<file path="src/rtl/zg_pkg.sv">
package zg_pkg;

  localparam logic [1:0] KIND_READ  = 2'b00;
  localparam logic [1:0] KIND_WRITE = 2'b01;
  localparam logic [1:0] KIND_FETCH = 2'b10;

  // Page forced invalid: only user mode with an all-zero code.
  function automatic logic zone_kills(input logic user, input logic [1:0] code);
    return user && (code == 2'b00);
  endfunction

  // Write and execute granted regardless of the entry.
  function automatic logic zone_grants(input logic user, input logic [1:0] code);
    return user ? (code == 2'b11) : code[1];
  endfunction

  function automatic logic kind_faults(input logic [1:0] kind, input logic v,
                                       input logic w, input logic x);
    logic f;
    f = !v;
    if (kind == KIND_WRITE) f = f || !w;
    if (kind == KIND_FETCH) f = f || !x;
    return f;
  endfunction

endpackage

</file>
<file path="src/rtl/zg_store.sv">
module zg_store #(
  parameter int REG_W = 32
) (
  input  logic             clk,
  input  logic             rst_n,
  input  logic             wr_en,
  input  logic [REG_W-1:0] wr_data,
  output logic [REG_W-1:0] q
);
  always_ff @(posedge clk or negedge rst_n) begin
    if (!rst_n)     q <= '0;
    else if (wr_en) q <= wr_data;
  end
endmodule

</file>
<file path="src/rtl/zg_field_pick.sv">
module zg_field_pick #(
  parameter int NUM_ZONES = 16,
  parameter int CODE_W    = 2,
  localparam int REG_W    = NUM_ZONES * CODE_W,
  localparam int ZIDX_W   = $clog2(NUM_ZONES)
) (
  input  logic [REG_W-1:0]  reg_q,
  input  logic [ZIDX_W-1:0] zone,
  output logic [CODE_W-1:0] code
);
  logic [CODE_W-1:0] codes [NUM_ZONES];

  // Zone 0 occupies the most significant field.
  for (genvar g = 0; g < NUM_ZONES; g++) begin : g_field
    assign codes[g] = reg_q[REG_W-1-g*CODE_W -: CODE_W];
  end

  assign code = codes[zone];
endmodule

</file>
<file path="src/rtl/zg_decide.sv">
module zg_decide
  import zg_pkg::*;
(
  input  logic       user_mode,
  input  logic [1:0] code,
  input  logic       ent_valid,
  input  logic       ent_write,
  input  logic       ent_exec,
  input  logic [1:0] acc_kind,
  output logic       force_off,
  output logic       force_rw,
  output logic       eff_valid,
  output logic       eff_write,
  output logic       eff_exec,
  output logic       acc_fault
);
  always_comb begin
    force_off = zone_kills(user_mode, code);
    force_rw  = zone_grants(user_mode, code);
    eff_valid = ent_valid && !force_off;
    eff_write = ent_write || force_rw;
    eff_exec  = ent_exec  || force_rw;
    acc_fault = kind_faults(acc_kind, eff_valid, eff_write, eff_exec);
  end
endmodule

</file>
<file path="src/rtl/zone_guard.sv">
module zone_guard #(
  parameter int NUM_ZONES = 16,
  parameter int CODE_W    = 2,
  localparam int REG_W    = NUM_ZONES * CODE_W,
  localparam int ZIDX_W   = $clog2(NUM_ZONES)
) (
  input  logic              clk,
  input  logic              rst_n,
  input  logic              cfg_wr_en,
  input  logic [REG_W-1:0]  cfg_wr_data,
  output logic [REG_W-1:0]  cfg_rd_data,
  input  logic              ent_valid,
  input  logic              ent_write,
  input  logic              ent_exec,
  input  logic [ZIDX_W-1:0] ent_zone,
  input  logic              user_mode,
  input  logic [1:0]        acc_kind,
  output logic              eff_valid,
  output logic              eff_write,
  output logic              eff_exec,
  output logic              acc_fault
);
  logic [REG_W-1:0]  zone_reg;
  logic [CODE_W-1:0] zone_code;
  logic              force_off;
  logic              force_rw;

  zg_store #(.REG_W(REG_W)) u_store (
    .clk(clk), .rst_n(rst_n), .wr_en(cfg_wr_en), .wr_data(cfg_wr_data), .q(zone_reg)
  );

  zg_field_pick #(.NUM_ZONES(NUM_ZONES), .CODE_W(CODE_W)) u_pick (
    .reg_q(zone_reg), .zone(ent_zone), .code(zone_code)
  );

  zg_decide u_decide (
    .user_mode(user_mode), .code(zone_code[1:0]),
    .ent_valid(ent_valid), .ent_write(ent_write), .ent_exec(ent_exec),
    .acc_kind(acc_kind), .force_off(force_off), .force_rw(force_rw),
    .eff_valid(eff_valid), .eff_write(eff_write), .eff_exec(eff_exec),
    .acc_fault(acc_fault)
  );

  assign cfg_rd_data = zone_reg;
endmodule

</file>
<file path="config.mk">
export PLATFORM = sky130hd
export DESIGN_NAME = zone_guard
export DESIGN_NICKNAME = d
export VERILOG_FILES = /design/src/rtl/zg_pkg.sv /design/src/rtl/zg_store.sv /design/src/rtl/zg_field_pick.sv /design/src/rtl/zg_decide.sv /design/src/rtl/zone_guard.sv
export SDC_FILE = /design/constraint.sdc
export NUM_CORES = 1
export LEC_CHECK = 0
export ABC_AREA = 1
export CAP_MARGIN = 20
export CORE_MARGIN = 1.5
export CORE_UTILIZATION = 35
export CTS_CLUSTER_SIZE = 30
export DETAILED_ROUTE_END_ITERATION = 16
export DONT_BUFFER_PORTS = 1
export GPL_TIMING_DRIVEN = 0
export PLACE_DENSITY = 0.47
export SLEW_MARGIN = 20
export SYNTH_ARGS = -nofsm -noshare
export SYNTH_HDL_FRONTEND = slang
export SYNTH_SLANG_ARGS = --single-unit
export TNS_END_PERCENT = 30
</file>
<file path="constraint.sdc">
create_clock -name clk -period 2.2 [get_ports clk]
set_input_delay 0.66 -clock clk [delete_from_list [all_inputs] [get_ports clk]]
set_output_delay 0.66 -clock clk [all_outputs]
set_load 0.01 [all_outputs]
</file>
==> flow_summary_export.csv, run 1 <==
group,metric,value,unit
drt,wirelength,4540,um
grt,track_usage,18.7,%
drt,viasPerCell,5.24,
clocking,clockRootBuffer,"clkbuf_8",
clocking,clkTransAtPathRegs,0.06,ns
grt,grt_antenna_before_repair,0,
clocking,cts_tree,"yes",
power,internal-power,1.01,mW
layout,top_regs,"u_store.q (32)",
placement,place_ws,-0.110,ns
worst_setup_path,worstPathRequired,1.54,ns
synthesis,yosysSeqAreaShare,48.6,%
clocking,cts_max_level,2,
worst_setup_path,path_delay_family,"simple AND/OR/NAND/NOR gates",
worst_setup_path,crit_path_max_incr_delay,0.14,ns
worst_setup_path,crit_type,"in -> out",
drt,drcViolationCount,5,
timing,finalWorstPathRequiredPeriod,2.20,ns
clocking,clk_latency,0.28,ns
layout,nets,254,
synthesis,synth_cell_types,19,
clocking,cts.path.max_buffers,2,
layout,top_register,"u_store.q",
power,sw_frac_of_total,28.5,%
power,irDropWorstVdd,0.399,mV
drt,wl_per_cell,17.4,um
synthesis,yosysWarnings,0,
worst_setup_path,reg2reg_slack,1.37,ns
worst_setup_path,worst-path-buf-inv,2,
flow_run,cap_violations,0,
synthesis,syn-num-nets,245,
layout,syn_to_final_growth,18.6,%
run_status,violations,"DRC, setup timing",
power,p_sw,403,uW
power,pwr-share-seq,50.4,%
layout,drive_gt1_share,23.9,%
placement,dp.cells,252,
worst_setup_path,end_kind,"output port",
drt,antenna_left,0,
timing,fin_skew,0,ns
power,p_comb_share,15.6,%
power,leakagePower,0.949,nW
synthesis,synth_seq_cells,32,
worst_setup_path,slowest_stage,"clkbuf_16",
floorplanning,num_io_pins,81,
layout,final_area,0.00195,mm^2
layout,antenna_cells,0,
placement,dpl.hpwl,3330,um
grt,grt_max_degree,33,
grt,grt_pass1_wl,7400,um
layout,largest_register_ffs,32,
hold_path,worstHoldPathType,"in -> async",
timing,finalHoldViolCount,0,
floorplanning,die_area,0.00513,mm^2
worst_setup_path,regToRegEndpoint,"u_store.q[27]$_DFFE_PN0P_",
layout,utilization,44.0,%
power,power,1.42,mW
timing,rsz0062_at_grt,"true",
timing,finalCritPeriodShare,100,%
synthesis,syn_avg_cell_area,8.24,um^2
synthesis,syn_area,0.00165,mm^2
worst_setup_path,crit_fanout,7,
power,p_per_area,724,mW/mm^2
worst_setup_path,r2r_cells,1,
floorplanning,die_x,71.6,um
layout,stdcell_count,261,
floorplanning,fp.coreArea,0.00444,mm^2
synthesis,synthCells,200,
grt,grt_overflow,0,
worst_setup_path,worstPathCellList,"clkbuf_16 > clkinv_8 > o211ai_1 > nand3_1 > nand3_2 > nand2_4 > nor2_4 > nor2_4 > nand3_2",
floorplanning,start_util,37.1,%
placement,gp_congestion,0.757,
floorplanning,dieHeight,71.6,um
worst_setup_path,crit_start,"ent_zone[1]",
worst_setup_path,arrival,1.54,ns
clocking,clkSinkCount,32,
timing,tightest_slew,0.511,ns
clocking,post_cts_buffers,0,
run_status,outcome,"complete, but fails checks",
power,p_clk_share,33.9,%
worst_setup_path,crit_path_start_kind,"primary input",
worst_setup_path,timing.rr.start,"u_store.q[27]$_DFFE_PN0P_",
timing,fmax,454,MHz
grt,grt_pass1_vias,1511,
timing,fin_ws,-0.00481,ns
drt,drtIter0Drc,75,
clocking,cts-buffers-inserted,5,
timing,setup_violations,1,
placement,portBuffers,0,
placement,place_area,0.00171,mm^2
floorplanning,fp-row-count,24,
timing,drv_slew,0,
drt,firstDrtPassIters,10,
layout,fillers,461,
timing,relSlewSlack,66.0,%
drt,vias,1368,
through the flow:
step                hold WS [ns]  setup TNS [ns]
floorplan                  0.364               0
global placement           0.365          -0.105
detailed placement         0.365          -0.110
CTS                       0.0624         -0.0191
global route              0.0535         -0.0557
finish                    0.0710        -0.00481
power by group through the flow:
| stage | Combinational [mW] | Sequential [mW] | Clock, mW |
|---|---|---|---|
| 6_report | 0.221 | 0.713 | 0.480 |
| 5_1_grt | 0.251 | 0.722 | 0.532 |
| 4_1_cts | 0.202 | 0.713 | 0.495 |
| 3_5_place_dp | 0.187 | 0.724 | 0 |
| 3_3_place_gp | 0.183 | 0.721 | 0 |
| 2_1_floorplan | 0.150 | 0.709 | 0 |
metal layers:
| metal | track usage (%) | vias up | wire length (um) |
|---|---|---|---|
| met2 | 31.3 | 64 | 2200 |
| met1 | 21.9 | 649 | 1820 |
| li1 | - | 649 | - |
| met3 | 7.88 | 6 | 471 |
| met5 | 0 | - | 0 |
| met4 | 5.45 | 0 | 57 |
cells in the mapped netlist:
master	n	area share, %
clkbuf_16	1	1.5
a21oi_1	1	0.30
nand3_2	5	3.0
nand2_2	2	0.76
clkinv_2	1	0.30
clkbuf_1	5	1.1
bufinv_8	1	1.1
nand3_1	21	6.4
mux2_2	6	4.1
buf_6	2	1.4
o21ai_0	27	8.2
buf_2	1	0.30
inv_1	32	7.3
nor2_2	1	0.38
nand2_1	53	12
nor2_1	3	0.68
o211ai_1	5	2.3
inv_2	1	0.23
dfrtp_1	32	49
how the worst max path moves through the flow:
stage          depth (start not counted)   endpoint
2_1_floorplan                          9  acc_fault
3_3_place_gp                           9  acc_fault
3_5_place_dp                           9  acc_fault
4_1_cts                                9  acc_fault
5_1_grt                                9  acc_fault
6_report                               9  acc_fault
final cells by class:
| class | instances | area (um^2) | share of cell area [%] |
|---|---|---|---|
| repair buffers | 2 | 38.8 | 1.98 |
| multi-input cells | 124 | 713 | 36.5 |
| well taps | 52 | 65.1 | 3.33 |
| flip-flops and latches | 32 | 801 | 41.0 |
| clock buffers | 7 | 96.3 | 4.93 |
| plain buffers | 9 | 80.1 | 4.10 |
| inverters | 35 | 160 | 8.19 |
layout by cell type (no fill, tap or decap), types with 2 or more instances in the layout:
master	synthesis	routed
o211ai_1	5	5
inv_2	1	8
nor2_4	0	2
nand2_1	53	53
clkbuf_16	1	2
nand3_2	5	14
nand2_4	0	2
clkbuf_1	5	5
nand3_1	21	11
clkbuf_8	0	8
o21ai_0	27	26
dfrtp_1	32	32
nor2_1	3	2
mux2_2	6	6
inv_1	32	24
cell families after synthesis:
kind of cell / after synthesis / synth area share (%)
mux: 6 / 4.10
buf+inv: 44 / 13.2
flops: 32 / 48.6
simple gates: 85 / 23.3
compound gates: 33 / 10.8
timing repair:
item	4_1_cts	5_1_grt
endpoints found under the setup margin	1	4
cloned	1	1
hold buffers	0	0
resized for setup	12	19
pin swaps	10	11
Note: power is estimated with default switching activity, not from simulation.
==> run 2, diff against run 1 <==
- CORE_UTILIZATION: 35 -> 60
- CTS_BUF_LIST: default -> sky130_fd_sc_hd__clkbuf_4 sky130_fd_sc_hd__clkbuf_8
- PLACE_DENSITY: 0.47 -> 0.74
==> flow_summary_export.csv, run 2 (synthesized netlist as in run 1, its figures left out) <==
group,metric,value,unit
clocking,cts.path.max_buffers,2,
placement,portBuffers,0,
timing,fin_skew,0,ns
floorplanning,fp-row-count,18,
placement,dp.cells,230,
power,irDropWorstVdd,0.607,mV
timing,whs,0.439,ns
layout,final_common_cell,"nand2_1",
floorplanning,dieHeight,55.4,um
worst_setup_path,path_common_cell,"buf_4",
drt,antenna_left,0,
drt,wirelength,4290,um
placement,gp_congestion,0.865,
timing,tightest_slew,0.795,ns
timing,setup_violations,2,
power,p_clk_share,27.0,%
hold_path,worstHoldPathType,"in -> reg",
worst_setup_path,crit_path_start_kind,"register",
worst_setup_path,crit_fanout,2,
clocking,clockRootBuffer,"clkbuf_4",
timing,finalHoldViolCount,0,
grt,use_met1,34.7,%
timing,relSlewSlack,46.8,%
grt,grt_pass1_wl,6960,um
floorplanning,num_io_pins,81,
layout,utilization,76.9,%
timing,fin_ws,-0.0827,ns
floorplanning,die_x,55.4,um
clocking,cts-buffers-inserted,5,
layout,nets,270,
timing,rsz0062_at_grt,"true",
power,leakagePower,0.991,nW
layout,syn_to_final_growth,18.8,%
run_status,violations,"setup timing",
power,p_sw,425,uW
worst_setup_path,end_kind,"register",
clocking,clkTransAtPathRegs,0.10,ns
layout,final_cell_mix,"52 x nand2_1, 32 x dfrtp_1, 28 x inv_1",
timing,finalWorstPathRequiredPeriod,2.28,ns
floorplanning,start_util,64.7,%
grt,busiest_layer,"met2",
layout,top_register,"u_store.q",
drt,firstDrtPassIters,4,
hold_path,hold_start,"cfg_wr_data[8]",
worst_setup_path,timing.rr.start,"u_store.q[21]$_DFFE_PN0P_",
power,pwr-share-seq,53.1,%
worst_setup_path,regToRegEndpoint,"u_store.q[21]$_DFFE_PN0P_",
clocking,clkSinkCount,32,
worst_setup_path,worstPathCellList,"inv_2 > buf_4 > buf_4 > buf_4 > buf_4 > buf_4 > buf_4 > buf_4 > buf_4 > buf_4 > buf_4 > buf_6 > buf_6 > buf_6 > buf_6 > o21ai_2",
grt,grt_overflow,0,
layout,top_regs,"u_store.q (32)",
layout,largest_register_ffs,32,
timing,drv_slew,0,
grt,grt_pass1_vias,1550,
power,internal-power,911,uW
worst_setup_path,crit_path_max_incr_delay,0.43,ns
drt,drcViolationCount,0,
flow_run,cap_violations,0,
grt,grt_max_degree,18,
power,p_comb_share,19.8,%
layout,antenna_cells,0,
clocking,cts_tree,"yes",
worst_setup_path,worstPathRequired,2.47,ns
power,p_per_area,683,mW/mm^2
layout,drive_gt1_share,24.8,%
drt,viasPerCell,5.65,
drt,vias,1447,
drt,wl_per_cell,16.8,um
worst_setup_path,reg2reg_slack,-0.08,ns
timing,fmax,438,MHz
grt,grt_use_met2,48.1,%
timing,finalCritPeriodShare,104,%
clocking,cts_max_level,2,
run_status,outcome,"complete, but fails checks",
grt,track_usage,29.4,%
worst_setup_path,crit_type,"reg -> reg",
floorplanning,fp.coreArea,0.00254,mm^2
worst_setup_path,arrival,2.56,ns
hold_path,whs_path_depth,2,
hold_path,holdPathEnd,"u_store.q[8]$_DFFE_PN0P_",
clocking,clk_latency,0.34,ns
grt,grt_antenna_before_repair,0,
worst_setup_path,slowest_stage,"dfrtp_1",
grt,grt_use_met3,10.5,%
layout,stdcell_count,256,
floorplanning,die_area,0.00307,mm^2
placement,dpl.hpwl,2770,um
power,sw_frac_of_total,31.8,%
worst_setup_path,r2r_cells,16,
drt,drtIter0Drc,54,
run 2: cell types whose count changed in the layout (fill, tap and decap cells not counted), moves of 4 or more:
cell	before	now
clkbuf_8	8	1
buf_4	0	12
clkbuf_4	0	5
inv_1	24	28
buf_6	1	6
nand3_2	14	7
nand3_1	11	18
run 2: layout make-up:
class,count,area (um^2)
sequential,32,801
multi-input combinational,124,684
fill,197,588
timing repair buffer,18,155
inverter,35,146
buffer,9,71.3
clock buffer,6,51.3
tap,30,37.5
clock inverter,2,10.0
run 2: critical path: cells and delay by family (launching register included):
kind	cells	cell delay, ns
buf+inv	15	1.67
compound gates	1	0.09
flops	1	0.43
run 2: power groups by stage:
stage          registers [mW]  clock network [mW]  logic [mW]
3_5_place_dp            0.720                   0       0.183
2_1_floorplan           0.709                   0       0.150
4_1_cts                 0.708               0.358       0.232
6_report                0.709               0.361       0.265
5_1_grt                 0.717               0.390       0.294
3_3_place_gp            0.718                   0       0.177
run 2: how the worst max path moves through the flow:
stage | from | end | slack, ns | cells past startpoint
after floorplan | ent_zone[1] | acc_fault | 0.04 | 9
after global placement | ent_zone[1] | acc_fault | -0.08 | 9
after detailed placement | ent_zone[1] | acc_fault | -0.08 | 9
after CTS | u_store.q[21]$_DFFE_PN0P_ | acc_fault | -0.07 | 9
after global routing | u_store.q[24]$_DFFE_PN0P_ | acc_fault | -0.15 | 9
final | u_store.q[21]$_DFFE_PN0P_ | u_store.q[21]$_DFFE_PN0P_ | -0.08 | 16
run 2: metrics by stage:
step / setup slack [ns] / cell area [um^2] / setup TNS [ns] / total power [mW]
6_report: -0.0827 / 1960 / -0.148 / 1.34
5_1_grt: -0.155 / 1960 / -0.490 / 1.40
4_1_cts: -0.0713 / 1890 / -0.0713 / 1.30
3_5_place_dp: -0.0798 / 1690 / -0.0798 / 0.903
3_3_place_gp: -0.0759 / 1690 / -0.0759 / 0.895
2_1_floorplan: 0.0383 / 1650 / 0 / 0.858
run 2: repair_timing:
item | 4_1_cts | 5_1_grt
setup endpoints to repair | 1 | 5
gates cloned | 0 | 0
gates resized for setup | 9 | 13
endpoints found under the hold margin | 17 | 15
buffers inserted | 14 | 2
hold buffers | 1 | 1
pin swaps | 5 | 9
run 2: metal layers:
metal,part of all wire [%],vias to the layer above
li1,-,682
met1,39,687
met2,51,70
met3,8.0,8
met4,1.4,0
met5,0,-
==> run 3, diff against run 2 <==
- GPL_TIMING_DRIVEN: 0 -> default
- clock period: 2.2 -> 2.8 ns (I/O delays scaled with it)
==> flow_summary_export.csv, run 3 (synthesized netlist as in run 1, its figures left out) <==
group,metric,value,unit
timing,fin_setup_tns,0,ns
clocking,post_cts_buffers,0,
drt,drcViolationCount,0,
floorplanning,die_area,0.00307,mm^2
placement,place_area,0.00161,mm^2
drt,vias,1274,
worst_setup_path,crit_path_start_kind,"primary input",
grt,grt_antenna_before_repair,0,
layout,top_regs,"u_store.q (32)",
floorplanning,start_util,64.7,%
layout,nets,243,
worst_setup_path,r2r_cells,1,
floorplanning,num_io_pins,81,
worst_setup_path,crit_path_max_incr_delay,0.15,ns
drt,wirelength,3390,um
timing,whs,0.185,ns
worst_setup_path,reg2reg_slack,1.97,ns
grt,grt_max_degree,59,
drt,antenna_left,0,
layout,syn_to_final_growth,3.72,%
hold_path,worstHoldPathType,"in -> async",
timing,setup_violations,0,
clocking,cts_max_level,2,
power,leakagePower,0.871,nW
clocking,cts-buffers-inserted,5,
clocking,post_cts_resized,0,
worst_setup_path,regToRegEndpoint,"u_store.q[27]$_DFFE_PN0P_",
timing,rsz0062_at_grt,"false",
worst_setup_path,crit_fanout,23,
floorplanning,die_x,55.4,um
timing,drv_slew,0,
worst_setup_path,slowest_stage,"nor2_1",
placement,dpl.hpwl,2560,um
worst_setup_path,path_common_cell,"nand3_1",
placement,portBuffers,0,
worst_setup_path,crit_type,"in -> out",
layout,final_common_cell,"nand2_1",
clocking,clkTransAtPathRegs,0.10,ns
floorplanning,dieHeight,55.4,um
grt,grt_pass1_vias,1281,
layout,drive_gt1_share,12.6,%
grt,grt_overflow,0,
layout,utilization,67.2,%
run_status,outcome,"complete, no violations",
timing,finalCritPeriodShare,91.3,%
worst_setup_path,timing.rr.start,"u_store.q[27]$_DFFE_PN0P_",
drt,viasPerCell,5.56,
worst_setup_path,worstPathRequired,1.96,ns
grt,track_usage,24.4,%
timing,tightest_slew,0.205,ns
layout,antenna_cells,0,
grt,grt_pass1_wl,5770,um
layout,final_cell_mix,"53 x nand2_1, 32 x inv_1, 32 x dfrtp_1",
floorplanning,fp-row-count,18,
worst_setup_path,path_delay_family,"simple AND/OR/NAND/NOR gates",
power,irDropWorstVdd,0.468,mV
timing,fin_skew,0,ns
power,p_per_area,623,mW/mm^2
placement,place_ws,0.247,ns
clocking,hold_buffers,0,
floorplanning,fp.coreArea,0.00254,mm^2
clocking,cts_tree,"yes",
layout,largest_register_ffs,32,
timing,relSlewSlack,86.3,%
clocking,clockRootBuffer,"clkbuf_4",
clocking,clkSinkCount,32,
drt,drtIter0Drc,56,
drt,wl_per_cell,14.8,um
layout,top_register,"u_store.q",
worst_setup_path,worst-path-buf-inv,1,
worst_setup_path,arrival,1.72,ns
flow_run,cap_violations,0,
timing,fmax,391,MHz
clocking,cts.path.max_buffers,2,
timing,finalWorstPathRequiredPeriod,2.56,ns
worst_setup_path,end_kind,"output port",
timing,fin_ws,0.245,ns
timing,finalHoldViolCount,0,
drt,firstDrtPassIters,6,
worst_setup_path,worstPathCellList,"inv_2 > nand2_1 > nand3_1 > nand3_1 > nand3_1 > nand3_2 > nor2_1 > nor2_2 > nand3_2",
clocking,clk_latency,0.33,ns
placement,gp_congestion,0.832,
layout,final_area,0.00171,mm^2
## run 3: cell types whose count changed in the layout (fill, tap and decap cells not counted), moves of 2 or more
cell | previous run | this run
buf_4 | 12 | 0
buf_6 | 6 | 0
clkbuf_1 | 5 | 0
inv_1 | 28 | 32
inv_2 | 5 | 1
nand3_1 | 18 | 21
clkinv_2 | 3 | 1
dlygate4sd3_1 | 2 | 0
nand2_4 | 2 | 0
nand3_2 | 7 | 5
nor2_4 | 2 | 0
o21ai_0 | 25 | 27
## run 3: cell type report
class | instances | area, um^2
fillers | 235 | 836
flip-flops and latches | 32 | 801
multi-input cells | 124 | 629
inverters | 35 | 146
clock buffers | 7 | 65.1
well taps | 30 | 37.5
clock inverters | 1 | 30.0
## run 3: worst max-delay path by stage
| stage | endpoint | slack [ns] | cells past startpoint | startpoint |
|---|---|---|---|---|
| global route | acc_fault | 0.12 | 9 | ent_zone[0] |
| finish | acc_fault | 0.24 | 9 | ent_zone[0] |
| detailed placement | acc_fault | 0.25 | 9 | ent_zone[0] |
| floorplan | acc_fault | 0.28 | 9 | ent_zone[1] |
| CTS | acc_fault | 0.24 | 9 | ent_zone[0] |
| global placement | acc_fault | 0.32 | 8 | ent_zone[0] |
## run 3: through the flow
step | power [mW] | instances
floorplan | 0.674 | 200
global placement | 0.680 | 221
detailed placement | 0.686 | 221
CTS | 1.07 | 229
global route | 1.12 | 229
finish | 1.07 | 229
## run 3: metal layers
metal / track usage, % / wire (um)
met1: 30.8 / 1460
met2: 37.4 / 1600
met3: 6.79 / 266
met4: 13.9 / 66
met5: 0 / 0
## run 3: power by group
| group | internal [mW] | switching (mW) |
|---|---|---|
| combinational | 0.0501 | 0.0697 |
| clock | 0.237 | 0.154 |
| sequential | 0.504 | 0.0506 |
